===== src/rtl/sl_pkg.sv =====
package sl_pkg;

    // Half-period timer of the master clock: largest half period is 4 cycles
    localparam int unsigned HALF_MAX = 4;
    localparam int unsigned TMR_W    = $clog2(HALF_MAX);

    // Pair of single-cycle shift clock edge events
    typedef struct packed {
        logic rise;
        logic fall;
    } sk_edge_t;

    // Terminal count of the half-period timer for each divide select
    function automatic logic [TMR_W-1:0] half_limit(input logic [1:0] sel);
        logic [TMR_W-1:0] lim;
        case (sel)
            2'b00:   lim = TMR_W'(0);
            2'b01:   lim = TMR_W'(1);
            default: lim = TMR_W'(HALF_MAX - 1);
        endcase
        return lim;
    endfunction

endpackage


===== src/rtl/sl_master_clk.sv =====
module sl_master_clk
    import sl_pkg::*;
(
    input  logic       clk,
    input  logic       rst,
    input  logic       run,
    input  logic [1:0] div_sel,
    output logic       sk,
    output sk_edge_t   ev
);

    logic [TMR_W-1:0] tmr;
    logic [TMR_W-1:0] lim;
    logic             expire;

    assign lim     = half_limit(div_sel);
    assign expire  = run && (tmr == lim);
    assign ev.rise = expire && !sk;
    assign ev.fall = expire && sk;

    always_ff @(posedge clk) begin
        if (rst || !run) begin
            tmr <= '0;
            sk  <= 1'b0;
        end else if (expire) begin
            tmr <= '0;
            sk  <= ~sk;
        end else begin
            tmr <= tmr + TMR_W'(1);
        end
    end


    sk_idle_low_chk: assert property (@(posedge clk) disable iff (rst)
        (!run && !$past(run)) |-> !sk);


    sk_rise_needs_run_chk: assert property (@(posedge clk) disable iff (rst)
        $rose(sk) |-> $past(run));

endmodule


===== src/rtl/sl_slave_sync.sv =====
module sl_slave_sync
    import sl_pkg::*;
#(
    parameter int unsigned STAGES = 2
) (
    input  logic     clk,
    input  logic     rst,
    input  logic     sk_in,
    output logic     level,
    output sk_edge_t ev
);

    logic [STAGES:0] pipe;

    always_ff @(posedge clk) begin
        if (rst) begin
            pipe <= '0;
        end else begin
            pipe <= {pipe[STAGES-1:0], sk_in};
        end
    end

    assign level   = pipe[STAGES-1];
    assign ev.rise = pipe[STAGES-1] && !pipe[STAGES];
    assign ev.fall = !pipe[STAGES-1] && pipe[STAGES];


    slave_rise_spacing_chk: assert property (@(posedge clk) disable iff (rst)
        ev.rise |=> !ev.rise);

endmodule


===== src/rtl/sl_shift_core.sv =====
module sl_shift_core
    import sl_pkg::*;
#(
    parameter int unsigned DATA_W = 8
) (
    input  logic              clk,
    input  logic              rst,
    input  logic              phase_alt,
    input  logic              sk_low,
    input  sk_edge_t          ev,
    input  logic              si,
    input  logic              load_we,
    input  logic [DATA_W-1:0] load_data,
    input  logic              busy_set,
    input  logic              busy_clr,
    input  logic              irq_en,
    output logic              busy,
    output logic [DATA_W-1:0] data_q,
    output logic              so_bit,
    output logic              irq
);

    localparam int unsigned      CNT_W = $clog2(DATA_W);
    localparam logic [CNT_W-1:0] LAST  = CNT_W'(DATA_W - 1);

    typedef struct packed {
        logic [DATA_W-1:0] sr;
        logic              cap;
        logic              so_q;
        logic [CNT_W-1:0]  cnt;
        logic              busy;
        logic              irq;
    } core_st_t;

    core_st_t st;
    core_st_t nx;
    logic     done;
    logic     load_ok;

    assign done    = st.busy && ev.fall && (st.cnt == LAST);
    assign load_ok = load_we && sk_low;

    always_comb begin
        nx     = st;
        nx.irq = 1'b0;
        if (st.busy) begin
            if (ev.rise) begin
                if (phase_alt) begin
                    nx.so_q = st.sr[DATA_W-1];
                    nx.sr   = {st.sr[DATA_W-2:0], 1'b0};
                end else begin
                    nx.cap  = si;
                end
            end
            if (ev.fall) begin
                nx.cnt = st.cnt + CNT_W'(1);
                if (phase_alt) begin
                    nx.sr[0] = si;
                end else begin
                    nx.sr = {st.sr[DATA_W-2:0], st.cap};
                end
            end
        end
        if (load_ok) begin
            nx.sr = load_data;
        end
        if (busy_clr) begin
            nx.busy = 1'b0;
        end else if (done) begin
            nx.busy = 1'b0;
            nx.irq  = irq_en;
        end else if (busy_set && !st.busy && sk_low) begin
            nx.busy = 1'b1;
            nx.cnt  = '0;
        end
    end

    always_ff @(posedge clk) begin
        if (rst) begin
            st <= '0;
        end else begin
            st <= nx;
        end
    end

    assign busy   = st.busy;
    assign data_q = st.sr;
    assign so_bit = phase_alt ? st.so_q : st.sr[DATA_W-1];
    assign irq    = st.irq;


    done_clears_busy_chk: assert property (@(posedge clk) disable iff (rst)
        (busy && ev.fall && st.cnt == LAST && !busy_clr) |=> !busy);


    start_takes_chk: assert property (@(posedge clk) disable iff (rst)
        (busy_set && !busy && sk_low && !busy_clr) |=> busy);


    abort_stops_chk: assert property (@(posedge clk) disable iff (rst)
        busy_clr |=> !busy);


    irq_after_busy_chk: assert property (@(posedge clk) disable iff (rst)
        irq |-> (!busy && $past(busy)));


    load_reject_chk: assert property (@(posedge clk) disable iff (rst)
        (load_we && !sk_low && !busy) |=> (data_q == $past(data_q)));

endmodule


===== src/rtl/serlink_shift8.sv =====
module serlink_shift8
    import sl_pkg::*;
#(
    parameter int unsigned DATA_W      = 8,
    parameter int unsigned SYNC_STAGES = 2
) (
    input  logic              clk,
    input  logic              rst,
    input  logic              mode_master,
    input  logic              so_en,
    input  logic [1:0]        div_sel,
    input  logic              phase_alt,
    input  logic              irq_en,
    input  logic              load_we,
    input  logic [DATA_W-1:0] load_data,
    input  logic              busy_set,
    input  logic              busy_clr,
    input  logic              si,
    input  logic              sk_in,
    output logic              so_out,
    output logic              so_oe,
    output logic              sk_out,
    output logic              sk_oe,
    output logic              busy,
    output logic [DATA_W-1:0] rd_data,
    output logic              irq
);

    logic     m_sk;
    sk_edge_t m_ev;
    logic     s_level;
    sk_edge_t s_ev;
    sk_edge_t ev;
    logic     sk_low;
    logic     run;

    assign run = busy && mode_master;

    sl_master_clk u_mclk (
        .clk     (clk),
        .rst     (rst),
        .run     (run),
        .div_sel (div_sel),
        .sk      (m_sk),
        .ev      (m_ev)
    );

    sl_slave_sync #(.STAGES(SYNC_STAGES)) u_ssync (
        .clk   (clk),
        .rst   (rst),
        .sk_in (sk_in),
        .level (s_level),
        .ev    (s_ev)
    );

    assign ev     = mode_master ? m_ev : s_ev;
    assign sk_low = mode_master ? !m_sk : !s_level;

    sl_shift_core #(.DATA_W(DATA_W)) u_core (
        .clk       (clk),
        .rst       (rst),
        .phase_alt (phase_alt),
        .sk_low    (sk_low),
        .ev        (ev),
        .si        (si),
        .load_we   (load_we),
        .load_data (load_data),
        .busy_set  (busy_set),
        .busy_clr  (busy_clr),
        .irq_en    (irq_en),
        .busy      (busy),
        .data_q    (rd_data),
        .so_bit    (so_out),
        .irq       (irq)
    );

    assign sk_out = m_sk;
    assign sk_oe  = mode_master;
    assign so_oe  = so_en;


    top_sk_idle_chk: assert property (@(posedge clk) disable iff (rst)
        (!busy && !$past(busy)) |-> !sk_out);

endmodule


===== config.mk =====
export PLATFORM = sky130hd
export DESIGN_NAME = serlink_shift8
export DESIGN_NICKNAME = d
export VERILOG_FILES = /design/src/rtl/sl_pkg.sv /design/src/rtl/sl_master_clk.sv /design/src/rtl/sl_slave_sync.sv /design/src/rtl/sl_shift_core.sv /design/src/rtl/serlink_shift8.sv
export SDC_FILE = /design/constraint.sdc
export NUM_CORES = 1
export LEC_CHECK = 0
export BUFFER_PORTS_ARGS = -buffer_cell sky130_fd_sc_hd__buf_2
export CORE_MARGIN = 8
export CORE_UTILIZATION = 49
export DETAILED_ROUTE_END_ITERATION = 12
export PLACE_DENSITY = 0.77
export SLEW_MARGIN = 40
export SYNTH_ARGS = -nofsm -noshare
export SYNTH_HDL_FRONTEND = slang
export SYNTH_HIERARCHICAL = 1
export SYNTH_SLANG_ARGS = --single-unit

===== constraint.sdc =====
create_clock -name clk -period 2.1 [get_ports clk]
set_clock_uncertainty 0.05 [all_clocks]
set_input_delay 0.21 -clock clk [delete_from_list [all_inputs] [get_ports clk]]
set_output_delay 0.21 -clock clk [all_outputs]
set_load 0.03 [all_outputs]

Yosys cells after proc, flatten, opt, wreduce, memory -nomap -nowiden
Cells that the tools add are included.
{"block": "word_totals", "input_bits": 21, "ff_bits": 21, "elab_cells": 62, "out_inout_bits": 14}
{"block": "classes", "n_eq_ne": 3, "muxes": 17, "addsub": 2, "bitwise_logic": 3, "n_reduce_logical": 27}
{"op": "$mux 8", "count": 3}
{"op": "$mux 13", "count": 1}
{"op": "$logic_and 1x1->1", "count": 11}
{"op": "$mux 10", "count": 1}
{"op": "$mux 3", "count": 3}
{"op": "$reduce_and 3->1", "count": 3}
{"op": "$mux 7", "count": 1}
{"op": "$reduce_bool 3->1", "count": 2}
{"op": "$reduce_or 3->1", "count": 2}
{"op": "$logic_not 1->1", "count": 5}
{"op": "$mux 1", "count": 5}
{"op": "$mux 4", "count": 1}
{"op": "$pmux 2 s2", "count": 1}
{"op": "$add 3x1->3 const B", "count": 1}
{"op": "$eq 3x3->1 const B", "count": 1}
{"op": "$not 1->1", "count": 3}
{"op": "$add 2x1->2 const B", "count": 1}
{"op": "$eq 2x1->1 const B", "count": 1}
{"op": "$eq 2x2->1", "count": 1}
{"op": "$logic_not 2->1", "count": 1}
{"op": "$mux 2", "count": 1}
{"op": "$reduce_bool 2->1", "count": 1}
{"op": "$reduce_or 2->1", "count": 1}
{"op": "$logic_or 1x1->1", "count": 1}

Depth between registers and ports, before layout
Gate-level depths: netlist (run 1).
{"block": "depth", "ltp_word": 13, "ltp_mapped": 7, "mapped_depth_nobuf": 7}

By module
The synthesis (run 1) kept the hierarchy.
{"mod": "sl_shift_core", "n_inst": 1, "area_each_um2": 805.8, "seq_area_each_um2": 300.3, "cells_per_inst": 91}
{"mod": "sl_master_clk", "n_inst": 1, "area_each_um2": 158.9, "seq_area_each_um2": 60.1, "cells_per_inst": 17}
{"mod": "sl_slave_sync", "n_inst": 1, "area_each_um2": 91.3, "seq_area_each_um2": 60.1, "cells_per_inst": 8}
{"mod": "serlink_shift8", "n_inst": 1, "area_each_um2": 55.1, "seq_area_each_um2": 0.0, "cells_per_inst": 6}

Least setup slack after synthesis (run 1)
OpenSTA, ideal clock, no wires.
{"block": "synth_path", "kind": "reg-to-reg", "from": "register u_mclk.tmr[0]", "to": "register u_core.st, in the netlist u_core/data_q[1]", "t_arrival_ps": 1641, "n_path_buf": 0, "setup_time_ps": 133, "path_stages_with_launch": 8, "setup_slack_ps": 275, "path_cell_list": "dfxtp_1 xor2_1 o31ai_2 and3_1 mux2_2 mux2_4 nand3_1 a311oi_1"}
{"item": "start, declared", "line": "sl_master_clk.sv:12", "source": "logic [TMR_W-1:0] tmr;"}
{"item": "start signal, assigned", "line": "sl_master_clk.sv:29", "source": "tmr <= tmr + TMR_W'(1);"}
{"item": "end signal, assigned", "line": "sl_shift_core.sv:82", "source": "st <= nx;"}
{"item": "end, declared", "line": "sl_shift_core.sv:35", "source": "core_st_t st;"}

==> impl_metrics.prom, run 1 <==
# TYPE chip_impl_metric gauge
chip_impl_metric{name="grt_use_met2",unit="%"} 20.4
chip_impl_metric{name="detailed_route_wl",unit="µm"} 2300
chip_impl_metric{name="cap_violations",unit=""} 0
chip_impl_metric{name="number_of_enable_flip_flop_cells_after_synthesis",unit=""} 0
chip_impl_metric{name="worst_ep_arrival_time",unit="ns"} 2.10
chip_impl_metric{name="p_leak",unit="nW"} 0.542
chip_impl_metric{name="hold_viol",unit=""} 0
chip_impl_metric{name="tritoncts.num_buffers",unit=""} 3
chip_impl_metric{name="stdcell_area",unit="µm²"} 1260
chip_impl_metric{name="gpl.final_weighted_congestion",unit=""} 0.778
chip_impl_metric{name="chipHeight",unit="µm"} 63.6
chip_impl_metric{name="fillers",unit=""} 228
chip_impl_metric{name="report.final.slew_viol_count",unit=""} 0
chip_impl_info{name="run_status",value="completed"} 1
chip_impl_metric{name="remaining_drc_errors",unit=""} 0
chip_impl_metric{name="grt_pass1_wl",unit="µm"} 3930
chip_impl_metric{name="core.rowCount",unit=""} 17
chip_impl_metric{name="worst-slew-pin-transition",unit="ns"} 0.457
chip_impl_metric{name="floorplan.die.width",unit="µm"} 63.6
chip_impl_info{name="timing.critical_path.from",value="u_mclk/tmr[0]"} 1
chip_impl_metric{name="synth.cell_area",unit="µm²"} 1110
chip_impl_metric{name="area_delta_synth_final",unit="%"} 13.2
chip_impl_metric{name="postPlaceCellArea",unit="µm²"} 1200
chip_impl_info{name="hold_path.startpoint",value="busy_clr"} 1
chip_impl_metric{name="starting_drt_drc_count",unit=""} 23
chip_impl_metric{name="cts.path.max_buffers",unit=""} 2
chip_impl_metric{name="antenna_violating_nets_post_route",unit=""} 0
chip_impl_info{name="critical_path_start_type",value="flip-flop"} 1
chip_impl_metric{name="slew-limit-headroom",unit="%"} 69.4
chip_impl_info{name="worst_hold_path_type",value="in2reg"} 1
chip_impl_metric{name="first_global_vias",unit=""} 901
chip_impl_metric{name="insertion_delay",unit="ns"} 0.29
chip_impl_metric{name="initial_core_util",unit="%"} 51.2
chip_impl_info{name="gr-max-usage-layer",value="met2"} 1
chip_impl_metric{name="timing.critical_path.fanout_max",unit=""} 7
chip_impl_metric{name="avg_inst_size_synth",unit="µm²"} 9.11
chip_impl_metric{name="totalNegativeSetupSlack",unit="ns"} 0
chip_impl_info{name="grt_setup_unrepaired",value="no"} 1
chip_impl_metric{name="critical_path.max_stage_delay",unit="ns"} 0.41
chip_impl_info{name="slowest_cell_on_crit_path",value="sky130_fd_sc_hd__dfxtp_4"} 1
chip_impl_metric{name="timing.final.setup_violations",unit=""} 0
chip_impl_info{name="crit_path_end_kind",value="flip-flop"} 1
chip_impl_metric{name="period_minus_slack",unit="ns"} 1.94
chip_impl_metric{name="grt.total_usage",unit="%"} 11.6
chip_impl_metric{name="avgRoutedWirePerCell",unit="µm"} 13.4
chip_impl_metric{name="antennaDiodeCount",unit=""} 0
chip_impl_metric{name="numPortBuffers",unit=""} 32
chip_impl_metric{name="core_footprint",unit="µm²"} 2170
chip_impl_info{name="yosys-top-cells-area",value="sky130_fd_sc_hd__dfxtp_1 38%, sky130_fd_sc_hd__buf_4 6.8%, sky130_fd_sc_hd__a311oi_1 6.3%"} 1
chip_impl_info{name="synth_top_flop_cell",value="sky130_fd_sc_hd__dfxtp_1"} 1
chip_impl_metric{name="syn-num-nets",unit=""} 145
chip_impl_info{name="worstPathCellList",value="xor2_4 -> o31ai_4 -> and3_1 -> mux2_2 -> mux2i_4 -> o21ai_0 -> a311oi_1"} 1
chip_impl_metric{name="cts.hold.buffers_added",unit=""} 0
chip_impl_metric{name="cts_sinks",unit=""} 21
chip_impl_metric{name="layout-drive-gt1-share",unit="%"} 34.0
chip_impl_metric{name="finalPower",unit="mW"} 0.745
chip_impl_metric{name="synth_seq_cells",unit=""} 21
chip_impl_metric{name="power_density",unit="nW/µm²"} 592
chip_impl_metric{name="maxClockFrequency",unit="MHz"} 515
chip_impl_metric{name="num_io_pins",unit=""} 35
chip_impl_metric{name="vias",unit=""} 922
chip_impl_metric{name="dpl.hpwl",unit="µm"} 1780
chip_impl_metric{name="use_met1",unit="%"} 12.3
chip_impl_metric{name="die_footprint",unit="µm²"} 4050
chip_impl_info{name="tritoncts_clock_tree",value="done"} 1
chip_impl_info{name="worstSetupPathType",value="reg2reg"} 1
chip_impl_metric{name="synth.lib_cells_used.distinct",unit=""} 30
chip_impl_metric{name="fin_nets",unit=""} 168
chip_impl_info{name="clock-root-buffer",value="sky130_fd_sc_hd__clkbuf_4"} 1
chip_impl_metric{name="async_reset_ff_share",unit="%"} 0
chip_impl_metric{name="ys_seq_area_share",unit="%"} 37.8
chip_impl_metric{name="yosys_warnings",unit=""} 6
chip_impl_metric{name="synthesis.instances",unit=""} 122
chip_impl_metric{name="worst_setup_hold_path_clk_slew",unit="ns"} 0.11
chip_impl_metric{name="htree_num_levels",unit=""} 1
chip_impl_info{name="timing.rr.start",value="u_mclk/tmr[0]"} 1
chip_impl_metric{name="worst_ep_required_time",unit="ns"} 2.25
chip_impl_metric{name="detail_route.vias_per_cell",unit=""} 5.36
chip_impl_metric{name="drt_pass1_iterations",unit=""} 4
chip_impl_metric{name="grt_remaining_overflow",unit=""} 0
chip_impl_metric{name="initial_antenna_violation_count",unit=""} 0
chip_impl_metric{name="grt_max_degree",unit=""} 19
chip_impl_metric{name="grt_use_met3",unit="%"} 3.53
chip_impl_info{name="synth_largest_area_cell",value="sky130_fd_sc_hd__dfxtp_1"} 1
chip_impl_metric{name="vdd_drop_max",unit="µV"} 412
chip_impl_metric{name="synth_top_area_share",unit="%"} 37.8
chip_impl_metric{name="layout_worst_path_cycle_share",unit="%"} 92.5
-- flip-flops by register name (all words and copies together) (netlist names) --
name	flops
u_mclk/sk	1
u_core/data_q	8
u_mclk/tmr	2
u_core/irq	1
u_core/busy	1
u_core/st	5
u_ssync/pipe	3
-- cell families after synthesis --
logic type                 share of synthesized area, %
DFF                                                37.8
muxes                                              11.5
xor gates and xnor gates                           2.37
adders and majority gates                          2.25
buffers and inverters                              11.3
AOI/OAI and AO/OA                                  14.4
and+or+nand+nor                                    20.4
-- synthesized netlist by cell type, types with 3 or more instances --
master                      n
sky130_fd_sc_hd__dfxtp_1   21
sky130_fd_sc_hd__nor2_1    14
sky130_fd_sc_hd__nand3_1   12
sky130_fd_sc_hd__buf_4     10
sky130_fd_sc_hd__a311oi_1   8
sky130_fd_sc_hd__o21ai_0    8
sky130_fd_sc_hd__nand2_1    5
sky130_fd_sc_hd__nor2b_1    5
sky130_fd_sc_hd__a21oi_1    4
sky130_fd_sc_hd__mux2_2     4
sky130_fd_sc_hd__buf_6      3
sky130_fd_sc_hd__mux2i_1    3
-- timing repair --
item / 4_1_cts / 5_1_grt
resized for setup: 0 / 6
buffers inserted: 0 / 0
setup endpoints to repair: 0 / 7
-- through the flow --
step / hold slack [ns] / setup slack, ns / util [%] / instances
after floorplan: 0.232 / 0.275 / - / 122
after global placement: 0.356 / 0.158 / 55.1 / 168
after detailed placement: 0.358 / 0.0819 / 55.1 / 168
after CTS: 0.0341 / 0.0442 / 56.3 / 172
after global routing: 0.0290 / 0.0335 / 58.0 / 172
final: 0.0459 / 0.158 / 58.0 / 172
-- where the power goes --
part / leakage [nW] / switching, mW / total (mW) / internal, mW
clock: 0.0150 / 0.115 / 0.188 / 0.0739
sequential: 0.173 / 0.0107 / 0.424 / 0.413
combinational: 0.354 / 0.0822 / 0.133 / 0.0505
total: 0.542 / 0.207 / 0.745 / 0.537
-- critical path: cells and delay by family (launching register included) --
| family | cells | cell delay, ns |
|---|---|---|
| mux | 2 | 0.53 |
| compound gates | 3 | 0.48 |
| simple gates | 1 | 0.19 |
| xor+xnor | 1 | 0.18 |
| flops | 1 | 0.41 |
-- final timing paths --
path | endpoint | slack [ns] | cells past startpoint
hold reg to reg | u_ssync/pipe[1] | 0.40 | 1
setup / recovery | u_core/data_q[2] | 0.16 | 7
setup reg to reg | u_core/data_q[2] | 0.16 | 7
hold / removal | u_core/busy | 0.05 | 2
-- final cells by class --
cell class                      count  area (µm²)  area share [%]
Multi-Input combinational cell     84         597            47.5
Sequential cell                    21         424            33.7
Timing Repair Buffer               33         168            13.3
Tap cell                           28        35.0            2.79
Clock buffer                        4        26.3            2.09
Inverter                            2        7.51           0.597
-- cells in the final DEF (no fill, tap or decap), types with 2 or more instances in the layout --
cell type,count
sky130_fd_sc_hd__and3_1,2
sky130_fd_sc_hd__o21ai_0,8
sky130_fd_sc_hd__nor3_1,2
sky130_fd_sc_hd__mux2_4,3
sky130_fd_sc_hd__dfxtp_1,20
sky130_fd_sc_hd__ha_1,2
sky130_fd_sc_hd__clkbuf_4,3
sky130_fd_sc_hd__nand3_1,12
sky130_fd_sc_hd__nor2b_1,5
sky130_fd_sc_hd__nor4_1,2
sky130_fd_sc_hd__inv_1,2
sky130_fd_sc_hd__buf_2,32
sky130_fd_sc_hd__a311oi_1,8
sky130_fd_sc_hd__nand2_1,5
sky130_fd_sc_hd__nor2_1,14
sky130_fd_sc_hd__mux2i_1,3
sky130_fd_sc_hd__a21oi_1,4
sky130_fd_sc_hd__mux2_2,3
-- metal layers --
layer / share of wire, % / wire [µm]
met3: 5.4 / 123
met5: 0 / 0
met1: 44 / 1010
met4: 0.74 / 17
met2: 50 / 1150
No activity file was read; power rests on OpenSTA's default activity.
==> inputs of run 2 (changes only) <==
- MAX_ROUTING_LAYER: not set -> met4
==> run 2 against run 1 <==
First-iteration DRC count rose by 4.3%; critical endpoint unchanged; die area unchanged; clock power hardly changed; setup slack got worse by 0.0055 ns; flip-flop and latch count is the same; critical path depth stayed put; sequential share of layout area unchanged; highest routed layer unchanged; sequential power barely moved; final cell count did not move.
==> impl_metrics.prom, run 2 (synthesis gave the netlist of run 1 again) <==
# TYPE chip_impl_metric gauge
chip_impl_info{name="run_status",value="completed"} 1
chip_impl_metric{name="fin_nets",unit=""} 168
chip_impl_info{name="crit_path_end_kind",value="flip-flop"} 1
chip_impl_metric{name="cts_sinks",unit=""} 21
chip_impl_metric{name="initial_antenna_violation_count",unit=""} 0
chip_impl_metric{name="setup.reg_to_reg.worst_slack",unit="ns"} 0.15
chip_impl_metric{name="worstHoldPathCells",unit=""} 2
chip_impl_metric{name="postPlaceCellArea",unit="µm²"} 1200
chip_impl_metric{name="grt_max_degree",unit=""} 19
chip_impl_metric{name="drt_pass1_iterations",unit=""} 4
chip_impl_metric{name="htree_num_levels",unit=""} 1
chip_impl_metric{name="layout_worst_path_cycle_share",unit="%"} 92.8
chip_impl_metric{name="cts.hold.buffers_added",unit=""} 0
chip_impl_metric{name="maxClockFrequency",unit="MHz"} 513
chip_impl_metric{name="die_footprint",unit="µm²"} 4050
chip_impl_metric{name="worst_ep_required_time",unit="ns"} 2.26
chip_impl_metric{name="postLayoutCoreUtil",unit="%"} 58.0
chip_impl_metric{name="p_leak",unit="nW"} 0.542
chip_impl_metric{name="timing.final.setup_violations",unit=""} 0
chip_impl_metric{name="numPortBuffers",unit=""} 32
chip_impl_info{name="critical_path_start_type",value="flip-flop"} 1
chip_impl_metric{name="avgRoutedWirePerCell",unit="µm"} 13.4
chip_impl_metric{name="initial_core_util",unit="%"} 51.2
chip_impl_metric{name="grt.total_usage",unit="%"} 11.9
chip_impl_metric{name="multi_input_area",unit="µm²"} 597
chip_impl_info{name="timing.rr.start",value="u_mclk/tmr[0]"} 1
chip_impl_metric{name="period_minus_slack",unit="ns"} 1.95
chip_impl_metric{name="power_density",unit="nW/µm²"} 593
chip_impl_metric{name="worst_ep_arrival_time",unit="ns"} 2.10
chip_impl_info{name="worstSetupPathType",value="reg2reg"} 1
chip_impl_metric{name="core.rowCount",unit=""} 17
chip_impl_metric{name="detail_route.vias_per_cell",unit=""} 5.33
chip_impl_info{name="grt_setup_unrepaired",value="no"} 1
chip_impl_metric{name="insertion_delay",unit="ns"} 0.29
chip_impl_info{name="hold_path.startpoint",value="busy_clr"} 1
chip_impl_metric{name="starting_drt_drc_count",unit=""} 24
chip_impl_metric{name="dpl.hpwl",unit="µm"} 1780
chip_impl_metric{name="grt_remaining_overflow",unit=""} 0
chip_impl_metric{name="cts.path.max_buffers",unit=""} 2
chip_impl_metric{name="first_global_vias",unit=""} 900
chip_impl_metric{name="placed_cells_incl_taps",unit=""} 168
chip_impl_metric{name="post_route_insts_no_fill",unit=""} 172
chip_impl_info{name="whs_endpoint",value="u_core/busy"} 1
chip_impl_metric{name="fillers",unit=""} 228
chip_impl_metric{name="worst_setup_hold_path_clk_slew",unit="ns"} 0.11
chip_impl_info{name="worstReg2RegEnd",value="u_core/data_q[2]"} 1
chip_impl_metric{name="report.final.slew_viol_count",unit=""} 0
chip_impl_metric{name="core_footprint",unit="µm²"} 2170
chip_impl_metric{name="worst-slew-pin-transition",unit="ns"} 0.458
chip_impl_metric{name="hold_viol",unit=""} 0
chip_impl_info{name="worst_hold_path_type",value="in2reg"} 1
chip_impl_metric{name="r2r.worst_path.cells",unit=""} 7
chip_impl_metric{name="cts_setup_buffers",unit=""} 0
chip_impl_metric{name="grt_pass1_wl",unit="µm"} 3930
chip_impl_metric{name="chipHeight",unit="µm"} 63.6
chip_impl_metric{name="timing.critical_path.fanout_max",unit=""} 7
chip_impl_metric{name="remaining_drc_errors",unit=""} 0
chip_impl_metric{name="ctsResizeCount",unit=""} 0
chip_impl_info{name="layout.cells.most_common_list",value="32 x sky130_fd_sc_hd__buf_2, 20 x sky130_fd_sc_hd__dfxtp_1, 14 x sky130_fd_sc_hd__nor2_1"} 1
chip_impl_metric{name="largest_register_ffs",unit=""} 8
chip_impl_metric{name="antennaDiodeCount",unit=""} 0
chip_impl_metric{name="slew-limit-headroom",unit="%"} 69.4
chip_impl_info{name="layout_commonest_cell",value="sky130_fd_sc_hd__buf_2"} 1
chip_impl_metric{name="vdd_drop_max",unit="µV"} 412
chip_impl_metric{name="antenna_violating_nets_post_route",unit=""} 0
chip_impl_metric{name="floorplan.die.width",unit="µm"} 63.6
chip_impl_metric{name="stdcell_area",unit="µm²"} 1260
chip_impl_metric{name="num_io_pins",unit=""} 35
chip_impl_metric{name="register_area",unit="µm²"} 424
chip_impl_metric{name="cap_violations",unit=""} 0
chip_impl_metric{name="totalNegativeSetupSlack",unit="ns"} 0
chip_impl_metric{name="area_delta_synth_final",unit="%"} 13.2
chip_impl_metric{name="tritoncts.num_buffers",unit=""} 3
chip_impl_info{name="tritoncts_clock_tree",value="done"} 1
chip_impl_metric{name="layout-drive-gt1-share",unit="%"} 34.0
chip_impl_metric{name="vias",unit=""} 916
chip_impl_metric{name="gpl.final_weighted_congestion",unit=""} 0.789
chip_impl_metric{name="detailed_route_wl",unit="µm"} 2310
chip_impl_info{name="clock-root-buffer",value="sky130_fd_sc_hd__clkbuf_4"} 1
run 2: per-stage QoR:
stage          total power [mW]  hold slack (ns)  worst slack, ns
2_1_floorplan             0.540            0.232            0.275
6_report                  0.746           0.0441            0.152
3_3_place_gp              0.559            0.356            0.158
4_1_cts                   0.749           0.0341           0.0442
3_5_place_dp              0.562            0.358           0.0819
5_1_grt                   0.783           0.0290           0.0335
run 2: where the power goes:
part	switching (mW)	total (mW)	internal [mW]
Clock	0.115	0.189	0.0739
Combinational	0.0823	0.133	0.0505
Sequential	0.0107	0.423	0.413
Total	0.208	0.746	0.537
run 2: layout make-up:
cell class	count	area share, %
tap	28	2.79
multi-input combinational	84	47.5
sequential	21	33.7
inverter	2	0.597
timing repair buffer	33	13.3
clock buffer	4	2.09
run 2: critical path, cell delays in order, from the launching register on:
cell and delay (ns):
sky130_fd_sc_hd__dfxtp_4 0.41, sky130_fd_sc_hd__xor2_4 0.18, sky130_fd_sc_hd__o31ai_4 0.08, sky130_fd_sc_hd__and3_1 0.19
sky130_fd_sc_hd__mux2_2 0.32, sky130_fd_sc_hd__mux2i_4 0.22, sky130_fd_sc_hd__o21ai_0 0.13, sky130_fd_sc_hd__a311oi_1 0.28
run 2: worst max path at each step:
stage | to | slack [ns] | cells past startpoint | start
after CTS | u_core/data_q[2] | 0.04 | 7 | u_mclk/tmr[0]
after floorplan | u_core/data_q[1] | 0.28 | 7 | u_mclk/tmr[0]
final | u_core/data_q[2] | 0.15 | 7 | u_mclk/tmr[0]
after detailed placement | u_core/data_q[6] | 0.08 | 7 | u_mclk/tmr[0]
after global routing | u_core/data_q[6] | 0.03 | 7 | u_mclk/tmr[0]
after global placement | u_core/data_q[1] | 0.16 | 7 | u_mclk/tmr[0]
run 2: metal layers:
layer	vias up	track usage, %	wire length (µm)
li1	472	-	-
met3	2	3.36	117
met1	420	12.4	1030
met4	0	5.29	17
met2	22	20.4	1150
met5	-	-	0
==> inputs of run 3 (changes only) <==
- CORE_MARGIN: 8 -> not set
- CORE_UTILIZATION: 49 -> 52
- CTS_BUF_LIST: not set -> sky130_fd_sc_hd__clkbuf_4
- PLACE_DENSITY: 0.77 -> 0.81
==> run 3 against run 2 <==
Setup slack worse by 0.036 ns; first-iteration DRC count is 13% lower; fmax is 1.8% lower; largest power group unchanged; register-to-register slack worse by 0.04 ns; utilization is 5.4 points higher; critical path type unchanged; total power is 2.0% higher; clock-buffer cell count stayed put.
==> impl_metrics.prom, run 3 (synthesis gave the netlist of run 1 again) <==
# TYPE chip_impl_metric gauge
chip_impl_metric{name="cell_internal_pwr",unit="mW"} 0.550
chip_impl_metric{name="htree_num_levels",unit=""} 1
chip_impl_metric{name="postLayoutCoreUtil",unit="%"} 63.4
chip_impl_metric{name="antenna_violating_nets_post_route",unit=""} 0
chip_impl_metric{name="grt_max_degree",unit=""} 19
chip_impl_info{name="worstSetupPathType",value="reg2reg"} 1
chip_impl_metric{name="critical_path.max_stage_delay",unit="ns"} 0.41
chip_impl_metric{name="timing.critical_path.fanout_max",unit=""} 8
chip_impl_info{name="tritoncts_clock_tree",value="done"} 1
chip_impl_metric{name="worst_setup_hold_path_clk_slew",unit="ns"} 0.12
chip_impl_metric{name="p_leak",unit="nW"} 0.543
chip_impl_metric{name="report.final.slew_viol_count",unit=""} 0
chip_impl_metric{name="switching_part_of_the_total",unit="%"} 27.7
chip_impl_metric{name="vdd_drop_max",unit="µV"} 474
chip_impl_metric{name="fillers",unit=""} 177
chip_impl_metric{name="largest_register_ffs",unit=""} 8
chip_impl_metric{name="power_density",unit="nW/µm²"} 606
chip_impl_metric{name="area_delta_synth_final",unit="%"} 13.1
chip_impl_metric{name="slew-limit-headroom",unit="%"} 67.5
chip_impl_metric{name="initial_core_util",unit="%"} 56.1
chip_impl_info{name="critical_path_start_type",value="flip-flop"} 1
chip_impl_metric{name="grt.total_usage",unit="%"} 20.0
chip_impl_metric{name="cts.path.max_buffers",unit=""} 2
chip_impl_info{name="layout_commonest_cell",value="sky130_fd_sc_hd__buf_2"} 1
chip_impl_metric{name="die_footprint",unit="µm²"} 2330
chip_impl_metric{name="core_footprint",unit="µm²"} 1980
chip_impl_metric{name="worst-path-buf-inv",unit=""} 0
chip_impl_metric{name="timing.final.setup_violations",unit=""} 0
chip_impl_metric{name="share_comb_of_total_power",unit="%"} 17.2
chip_impl_metric{name="pwr-share-seq",unit="%"} 55.7
chip_impl_info{name="worstPathCellList",value="xor2_4 -> o31ai_4 -> and3_1 -> mux2_2 -> mux2i_4 -> o21ai_0 -> a311oi_1"} 1
chip_impl_metric{name="maxClockFrequency",unit="MHz"} 504
chip_impl_info{name="slowest_cell_on_crit_path",value="sky130_fd_sc_hd__dfxtp_4"} 1
chip_impl_metric{name="hold_viol",unit=""} 0
chip_impl_metric{name="worst_ep_arrival_time",unit="ns"} 2.14
chip_impl_info{name="worst_hold_path_type",value="in2reg"} 1
chip_impl_metric{name="chipHeight",unit="µm"} 48.2
chip_impl_info{name="layout.cells.most_common_list",value="32 x sky130_fd_sc_hd__buf_2, 20 x sky130_fd_sc_hd__dfxtp_1, 14 x sky130_fd_sc_hd__nor2_1"} 1
chip_impl_metric{name="layout_worst_path_cycle_share",unit="%"} 94.5
chip_impl_metric{name="grt_remaining_overflow",unit=""} 0
chip_impl_metric{name="totalNegativeSetupSlack",unit="ns"} 0
chip_impl_metric{name="floorplan.die.width",unit="µm"} 48.2
chip_impl_metric{name="insertion_delay",unit="ns"} 0.30
chip_impl_metric{name="initial_antenna_violation_count",unit=""} 0
chip_impl_metric{name="num_io_pins",unit=""} 35
chip_impl_metric{name="first_global_vias",unit=""} 745
chip_impl_metric{name="fin_nets",unit=""} 168
chip_impl_metric{name="cts_sinks",unit=""} 21
chip_impl_metric{name="remaining_drc_errors",unit=""} 0
chip_impl_metric{name="p_switching",unit="mW"} 0.211
chip_impl_metric{name="period_minus_slack",unit="ns"} 1.98
chip_impl_metric{name="vias",unit=""} 927
chip_impl_metric{name="tritoncts.num_buffers",unit=""} 3
chip_impl_metric{name="core.rowCount",unit=""} 16
chip_impl_metric{name="numPortBuffers",unit=""} 32
chip_impl_info{name="crit_path_end_kind",value="flip-flop"} 1
chip_impl_metric{name="detail_route.vias_per_cell",unit=""} 5.42
chip_impl_metric{name="cap_violations",unit=""} 0
chip_impl_metric{name="gpl.final_weighted_congestion",unit=""} 0.765
chip_impl_metric{name="worst_ep_required_time",unit="ns"} 2.25
chip_impl_metric{name="detailed_route_wl",unit="µm"} 2050
chip_impl_metric{name="grt_pass1_wl",unit="µm"} 3220
chip_impl_info{name="clock-root-buffer",value="sky130_fd_sc_hd__clkbuf_4"} 1
chip_impl_metric{name="drt_pass1_iterations",unit=""} 4
chip_impl_metric{name="starting_drt_drc_count",unit=""} 21
chip_impl_metric{name="layout-drive-gt1-share",unit="%"} 34.7
chip_impl_info{name="run_status",value="completed"} 1
chip_impl_metric{name="power.share.clock",unit="%"} 27.1
chip_impl_metric{name="antennaDiodeCount",unit=""} 0
chip_impl_info{name="grt_setup_unrepaired",value="no"} 1
chip_impl_metric{name="worst-slew-pin-transition",unit="ns"} 0.486
chip_impl_metric{name="avgRoutedWirePerCell",unit="µm"} 12.0
chip_impl_metric{name="dpl.hpwl",unit="µm"} 1510
chip_impl_info{name="crit_family",value="multiplexers"} 1
-- run 3: cell counts in the layout (fill, tap and decap cells not counted) --
No cell type changed its count.
-- run 3: cell type report --
| type | instances | area (µm²) | area share (%) |
|---|---|---|---|
| clock buffer | 4 | 30.0 | 2.39 |
| inverter | 2 | 7.51 | 0.598 |
| multi-input combinational | 84 | 593 | 47.2 |
| sequential | 21 | 424 | 33.8 |
| tap | 27 | 33.8 | 2.69 |
| timing repair buffer | 33 | 168 | 13.3 |
-- run 3: timing repair --
action / 4_1_cts / 5_1_grt
endpoints found under the setup margin: 0 / 7
resized for setup: 0 / 5
hold endpoints to repair: 0 / 0
setup buffers: 0 / 0
hold buffers: 0 / 0
-- run 3: worst reg2reg max path, stage by stage (launching register included) --
cell	delay, ns
sky130_fd_sc_hd__dfxtp_4	0.41
sky130_fd_sc_hd__xor2_4	0.18
sky130_fd_sc_hd__o31ai_4	0.08
sky130_fd_sc_hd__and3_1	0.18
sky130_fd_sc_hd__mux2_2	0.34
sky130_fd_sc_hd__mux2i_4	0.23
sky130_fd_sc_hd__o21ai_0	0.11
sky130_fd_sc_hd__a311oi_1	0.29
-- run 3: path summary, 6_finish.rpt --
path,startpoint,end,slack (ns),depth (start not counted)
setup / recovery,u_mclk/tmr[0],u_core/data_q[1],0.12,7
hold / removal,busy_clr,u_core/busy,0.04,2
setup reg to reg,u_mclk/tmr[0],u_core/data_q[1],0.12,7
hold reg to reg,u_ssync/pipe[0],u_ssync/pipe[1],0.41,1
-- run 3: metal layers --
| metal | part of all wire (%) | track usage, % | wire (µm) |
|---|---|---|---|
| met5 | 0 | - | 0 |
| met4 | 0 | 3.33 | 0 |
| met3 | 5.3 | 5.56 | 109 |
| met2 | 47 | 31.5 | 972 |
| met1 | 47 | 26.0 | 967 |
-- run 3: through the flow --
stage / cell area, µm² / worst slack [ns] / power [mW] / hold WS (ns) / std cells
after floorplan: 1110 / 0.275 / 0.540 / 0.232 / 122
after global placement: 1190 / 0.149 / 0.557 / 0.358 / 167
after global routing: 1260 / 0.00898 / 0.799 / 0.0487 / 171
after CTS: 1220 / 0.0128 / 0.764 / 0.0340 / 171
final: 1260 / 0.116 / 0.761 / 0.0409 / 171
after detailed placement: 1190 / 0.0651 / 0.560 / 0.360 / 167
-- run 3: power by group through the flow --
| stage | sequential [mW] | clock [mW] | combinational, mW |
|---|---|---|---|
| after CTS | 0.424 | 0.212 | 0.127 |
| after detailed placement | 0.433 | 0 | 0.126 |
| after global placement | 0.432 | 0 | 0.125 |
| after floorplan | 0.433 | 0 | 0.107 |
| after global routing | 0.427 | 0.230 | 0.143 |
| final | 0.424 | 0.206 | 0.131 |
